--- src/rtl/irqc_pkg.sv ---
package irqc_pkg;
  localparam int unsigned IRQC_NUM_SRC = 5;
  localparam int unsigned IRQC_REG_W   = 16;
  localparam int unsigned IRQC_CLR_LSB = 8;

  typedef enum logic [2:0] {
    SRC_EXT   = 3'd0,
    SRC_TIM1  = 3'd1,
    SRC_TIM2  = 3'd2,
    SRC_ASYNC = 3'd3,
    SRC_SYNC  = 3'd4
  } irqc_src_e;
endpackage

--- src/rtl/irqc_rst_sync.sv ---
module irqc_rst_sync #(
  parameter int unsigned STAGES = 2
) (
  input  logic clk,
  input  logic rst_ni,
  output logic rst_sync_no
);
  logic [STAGES-1:0] shift_q;
  logic [STAGES-1:0] shift_d;

  always_comb begin
    shift_d = {shift_q[STAGES-2:0], 1'b1};
  end

  always_ff @(posedge clk or negedge rst_ni) begin
    if (!rst_ni) shift_q <= '0;
    else         shift_q <= shift_d;
  end

  assign rst_sync_no = shift_q[STAGES-1];
endmodule

--- src/rtl/irqc_enable_reg.sv ---
module irqc_enable_reg #(
  parameter int unsigned NUM_SRC = 5
) (
  input  logic               clk,
  input  logic               rst_ni,
  input  logic               wr_en,
  input  logic [NUM_SRC-1:0] wr_en_bits,
  output logic [NUM_SRC-1:0] en_q
);
  logic [NUM_SRC-1:0] en_d;

  always_comb begin
    en_d = en_q;
    if (wr_en) en_d = wr_en_bits;
  end

  always_ff @(posedge clk or negedge rst_ni) begin
    if (!rst_ni)    en_q <= '0;
    else if (wr_en) en_q <= en_d;
  end

  AST_EN_LOAD: assert property (@(posedge clk) disable iff (!rst_ni)
    wr_en |=> (en_q == $past(wr_en_bits)));
  AST_EN_HOLD: assert property (@(posedge clk) disable iff (!rst_ni)
    !wr_en |=> $stable(en_q));
endmodule

--- src/rtl/irqc_pend_cell.sv ---
module irqc_pend_cell (
  input  logic clk,
  input  logic rst_ni,
  input  logic src_pulse,
  input  logic src_en,
  input  logic clr_strobe,
  output logic pend_q
);
  logic set_evt;
  logic upd_en;
  logic pend_d;

  assign set_evt = src_pulse & src_en;
  assign upd_en  = set_evt | clr_strobe;

  always_comb begin
    pend_d = pend_q;
    if (set_evt)         pend_d = 1'b1;
    else if (clr_strobe) pend_d = 1'b0;
  end

  always_ff @(posedge clk or negedge rst_ni) begin
    if (!rst_ni)     pend_q <= 1'b0;
    else if (upd_en) pend_q <= pend_d;
  end

  AST_SET_WHEN_EN: assert property (@(posedge clk) disable iff (!rst_ni)
    (src_pulse && src_en) |=> pend_q);
  AST_NO_SET_WHEN_DIS: assert property (@(posedge clk) disable iff (!rst_ni)
    (!pend_q && !(src_pulse && src_en)) |=> !pend_q);
  AST_CLEAR_W1C: assert property (@(posedge clk) disable iff (!rst_ni)
    (clr_strobe && !(src_pulse && src_en)) |=> !pend_q);
  AST_STICKY: assert property (@(posedge clk) disable iff (!rst_ni)
    (pend_q && !clr_strobe) |=> pend_q);
  AST_EVENT_WINS: assert property (@(posedge clk) disable iff (!rst_ni)
    (clr_strobe && src_pulse && src_en) |=> pend_q);
endmodule

--- src/rtl/irqc_combine.sv ---
module irqc_combine #(
  parameter int unsigned NUM_SRC = 5
) (
  input  logic [NUM_SRC-1:0] pend,
  input  logic [NUM_SRC-1:0] en,
  output logic               irq
);
  logic [NUM_SRC-1:0] live;

  always_comb begin
    live = pend & en;
    irq  = |live;
  end
endmodule

--- src/rtl/irqc_top.sv ---
module irqc_top
  import irqc_pkg::*;
#(
  parameter int unsigned NUM_SRC     = IRQC_NUM_SRC,
  parameter int unsigned REG_W       = IRQC_REG_W,
  parameter int unsigned CLR_LSB     = IRQC_CLR_LSB,
  parameter int unsigned SYNC_STAGES = 2
) (
  input  logic               clk,
  input  logic               rst_n,
  input  logic [NUM_SRC-1:0] src_pulse,
  input  logic               wr_en,
  input  logic [REG_W-1:0]   wr_data,
  output logic [REG_W-1:0]   rd_data,
  output logic               irq_out
);
  localparam int unsigned CLR_MSB = CLR_LSB + NUM_SRC - 1;
  localparam int unsigned PAD_W   = REG_W - NUM_SRC;

  logic               rst_int_n;
  logic [NUM_SRC-1:0] en_q;
  logic [NUM_SRC-1:0] clr_vec;
  logic [NUM_SRC-1:0] pend_vec;
  logic               unused_wr_bits;

  assign unused_wr_bits = ^{wr_data[REG_W-1:CLR_MSB+1], wr_data[CLR_LSB-1:NUM_SRC]};

  irqc_rst_sync #(.STAGES(SYNC_STAGES)) u_rst_sync (
    .clk        (clk),
    .rst_ni     (rst_n),
    .rst_sync_no(rst_int_n)
  );

  irqc_enable_reg #(.NUM_SRC(NUM_SRC)) u_en_reg (
    .clk       (clk),
    .rst_ni    (rst_int_n),
    .wr_en     (wr_en),
    .wr_en_bits(wr_data[NUM_SRC-1:0]),
    .en_q      (en_q)
  );

  assign clr_vec = wr_en ? wr_data[CLR_MSB:CLR_LSB] : '0;

  for (genvar gi = 0; gi < NUM_SRC; gi++) begin : g_pend
    irqc_pend_cell u_cell (
      .clk       (clk),
      .rst_ni    (rst_int_n),
      .src_pulse (src_pulse[gi]),
      .src_en    (en_q[gi]),
      .clr_strobe(clr_vec[gi]),
      .pend_q    (pend_vec[gi])
    );
  end

  irqc_combine #(.NUM_SRC(NUM_SRC)) u_combine (
    .pend(pend_vec),
    .en  (en_q),
    .irq (irq_out)
  );

  assign rd_data = {{PAD_W{1'b0}}, pend_vec};

  AST_IRQ_NEEDS_LIVE: assert property (@(posedge clk) disable iff (!rst_int_n)
    irq_out |-> ((rd_data[NUM_SRC-1:0] & en_q) != '0));
  AST_LIVE_GIVES_IRQ: assert property (@(posedge clk) disable iff (!rst_int_n)
    ((rd_data[NUM_SRC-1:0] & en_q) != '0) |-> irq_out);
  AST_RD_UPPER_ZERO: assert property (@(posedge clk) disable iff (!rst_int_n)
    rd_data[REG_W-1:NUM_SRC] == '0);
  AST_RST_IDLE: assert property (@(posedge clk)
    !rst_int_n |-> (rd_data == '0 && !irq_out));
endmodule

--- config.mk ---
export PLATFORM = sky130hd
export DESIGN_NAME = irqc_top
export DESIGN_NICKNAME = d
export VERILOG_FILES = /design/src/rtl/irqc_pkg.sv /design/src/rtl/irqc_rst_sync.sv /design/src/rtl/irqc_enable_reg.sv /design/src/rtl/irqc_pend_cell.sv /design/src/rtl/irqc_combine.sv /design/src/rtl/irqc_top.sv
export SDC_FILE = /design/constraint.sdc
export NUM_CORES = 1
export LEC_CHECK = 0
export ABC_AREA = 0
export CORE_MARGIN = 1
export CORE_UTILIZATION = 30
export CTS_CLUSTER_DIAMETER = 40
export DETAILED_ROUTE_END_ITERATION = 8
export GPL_ROUTABILITY_DRIVEN = 1
export PLACE_DENSITY = 0.74
export SLEW_MARGIN = 10
export SYNTH_ARGS = -nofsm -noshare
export SYNTH_HDL_FRONTEND = slang
export SYNTH_HIERARCHICAL = 1
export SYNTH_SLANG_ARGS = --single-unit
--- constraint.sdc ---
create_clock -name clk -period 0.8 [get_ports clk]
set_input_delay 0.08 -clock clk [delete_from_list [all_inputs] [get_ports clk]]
set_output_delay 0.08 -clock clk [all_outputs]
set_load 0.01 [all_outputs]
==> metrics.txt <==
Core Area=1760 um^2; worst reg2reg path depth=6; reg2reg end=g_pend[0].u_cell/pend_q; die width=roughly 46 um; CP Max Fanout=2; most common cell in the netlist=dfrtp_1; # rows=15; Clock Skew=approximately 0.0011 ns; Final Net Count=around 120; Clock power frac=0.261; Net Switching=~0.45 mW; share of Yosys cell area claimed by the top area cell type=0.517; pwr dens=approximately 1700 nW/um^2; Seq/Total Area, Yosys=0.517; FMAX=760 MHz; total global-route track usage=0.127; maximum VDD drop=slightly above 0.9 mV; post-route setup slack=-0.515 ns; IO Port Bufs=23; Crit. End Element=output port; status=finished with violations; global placer's final weighted congestion=about 0.75; vias=480; worst-skew pair later-pin latency=0.27 ns; Hold Path Class=flop to asynchronous set/reset pin; Remaining DRCs=0; CTS Buffer Depth=2; largest cells by area after synthesis=dfrtp_1 (52%), buf_4 (14%), mux2_2 (9.7%); initial antenna violation count=0; Die ar.=between 2000 and 2500 um^2; final setup vio count=13; vias in the first global route=477; Critical Path Source Type=flop; Worst Setup SP=u_en_reg/en_q[0]; CTS sink cnt=12; cts bufs inserted=3; Vias/cell=3.93; hold_ws=~0.16 ns; H-tree depth=1; Wirelength per Cell=9.44 um; Seq cells post-synth=12; data required time of the critical path=a little over 0.7 ns; share of layout cells above drive strength 1=0.402; Comb pwr share=0.339; I/O Pins=41; CTS clk-pin slew, worst paths=0.07 ns; Post-synth top flop=dfrtp_1; EDFF count, synth=0; largest net degree at the start of global routing=11; setup TNS=-2.40 ns; Final period util=1.64; Switching Share=0.249; drt first pass iters=4; violated checks=negative setup slack; area delta synth->final=80.0%; DRT iter0 DRCs=1; RR Startpoint=g_pend[0].u_cell/pend_q; R2R Setup Slk=-0.23 ns; Fin. Hold Viols=0; initial core utilization=0.329; final instance area=between 1000 and 1500 um^2; total internal power=between 1 and 1.5 mW; Synth Area per Inst=~11 um^2; Worst EP arrival=around 1.2 ns; Distinct cells, synth=10; die height=46.0 um; leak pwr=roughly 0.51 nW; sequential share of power=0.400; Tot Pwr=1.81 mW; CTS tree=yes; fillcell total=roughly 160; Synth area leader=dfrtp_1; WS Path Type=flop to output port; n_diodes=0; Slew Viols, Final=0; GRT Residual Overflow=0; fraction of registers with async set/reset=1.00; yosys warns=6; Post-Route WL=about 1200 um; synthesized netlist cell count=53; Setup crit end=irq_out; Post-Route Utilization=0.592; Max-Cap Viols=0; Synth Cell Area=just under 600 um^2; antenna viol nets, final=0; unrepaired setup endpoints after global routing=yes; detailed placement HPWL=around 900 um; placed cell area=887 um^2; Final min period=about 1.3 ns; first-pass GRT wire length=1920 um; CTS root buffer=clkbuf_4; commonest cells in the netlist=dfrtp_1 (12), buf_4 (11), nand2_1 (6)
## worst max-delay path, cell delays in order, from the launching register on
cell	delay [ns]
dfrtp_1	0.38
a222oi_1	0.35
nand2_1	0.11
buf_6	0.13
## what timing repair did
| action | CTS | global route |
|---|---|---|
| gates cloned | 0 | 0 |
| resized for setup | 43 | 9 |
| endpoints found under the setup margin | 11 | 12 |
| hold buffers | 1 | 0 |
| setup buffers | 5 | 4 |
| endpoints found under the hold margin | 2 | 0 |
| pin swaps | 1 | 2 |
## flip-flops by register name (all words and copies together), names as in the netlist
name / flops
u_en_reg/en_q: 5
g_pend.u_cell/pend_q: 5
u_rst_sync/shift_q: 2
## layer usage
metal	part of all wire	track usage	routed length [um]	vias to the layer above
met5	0	0	0	-
met3	0.065	0.0198	75	0
met4	0	0.0706	0	0
li1	-	-	-	236
met2	0.50	0.211	578	23
met1	0.43	0.156	499	221
## power by group through the flow
stage | registers (mW) | logic (mW) | clock network, mW
3_3_place_gp | 0.726 | 0.468 | 0
2_1_floorplan | 0.751 | 0.182 | 0
3_5_place_dp | 0.730 | 0.472 | 0
5_1_grt | 0.733 | 0.666 | 0.523
4_1_cts | 0.727 | 0.574 | 0.495
6_report | 0.726 | 0.616 | 0.473
## worst min-delay path by stage
| stage | start | endpoint | cells past startpoint | slack, ns |
|---|---|---|---|---|
| after floorplan | rst_n | u_rst_sync/shift_q[0] | 0 | -0.22 |
| after global placement | u_rst_sync/shift_q[1] | g_pend[1].u_cell/pend_q | 0 | 0.15 |
| after detailed placement | u_rst_sync/shift_q[1] | g_pend[1].u_cell/pend_q | 0 | 0.17 |
| after CTS | u_rst_sync/shift_q[1] | g_pend[1].u_cell/pend_q | 0 | 0.17 |
| after global routing | u_rst_sync/shift_q[1] | u_en_reg/en_q[1] | 0 | 0.20 |
| final | u_rst_sync/shift_q[1] | u_en_reg/en_q[1] | 0 | 0.16 |
## per-stage QoR
stage / setup slack, ns / std cells
2_1_floorplan: -0.121 / 63
3_3_place_gp: -0.569 / 112
3_5_place_dp: -0.563 / 112
4_1_cts: -0.528 / 120
5_1_grt: -0.574 / 122
6_report: -0.515 / 122
## placed cells by master (no fill, tap or decap)
master | Yosys | routed
buf_6 | 0 | 21
clkdlybuf4s50_1 | 0 | 16
conb_1 | 2 | 12
dfrtp_1 | 12 | 12
nand2_1 | 6 | 6
and2_1 | 5 | 5
o21ai_2 | 5 | 5
clkbuf_4 | 0 | 3
inv_1 | 5 | 3
mux2_2 | 5 | 3
inv_2 | 0 | 2
buf_4 | 11 | 2
mux2_4 | 0 | 2
clkbuf_8 | 0 | 1
dlygate4sd3_1 | 0 | 1
dlymetal6s2s_1 | 0 | 1
a222oi_1 | 1 | 1
a22oi_1 | 1 | 1
## cell type report
type                       instances  area, um^2  share of cell area
clock buffer                       4        36.3              0.0347
tap                               25        31.3              0.0299
inverter                           5        18.8              0.0180
sequential                        12         300               0.287
timing repair buffer              41         434               0.416
multi-input combinational         35         224               0.214
## logic make-up (layout without fill, tap and decap cells)
family	Yosys count	in the layout	share of synthesized area
buffers and inverters	16	50	0.175
DFF	12	12	0.517
and+or+nand+nor	11	11	0.0927
AOI/OAI and AO/OA	7	7	0.106
muxes	5	5	0.0970
other	2	12	0.0129
No activity file was read; power rests on OpenSTA's default activity.
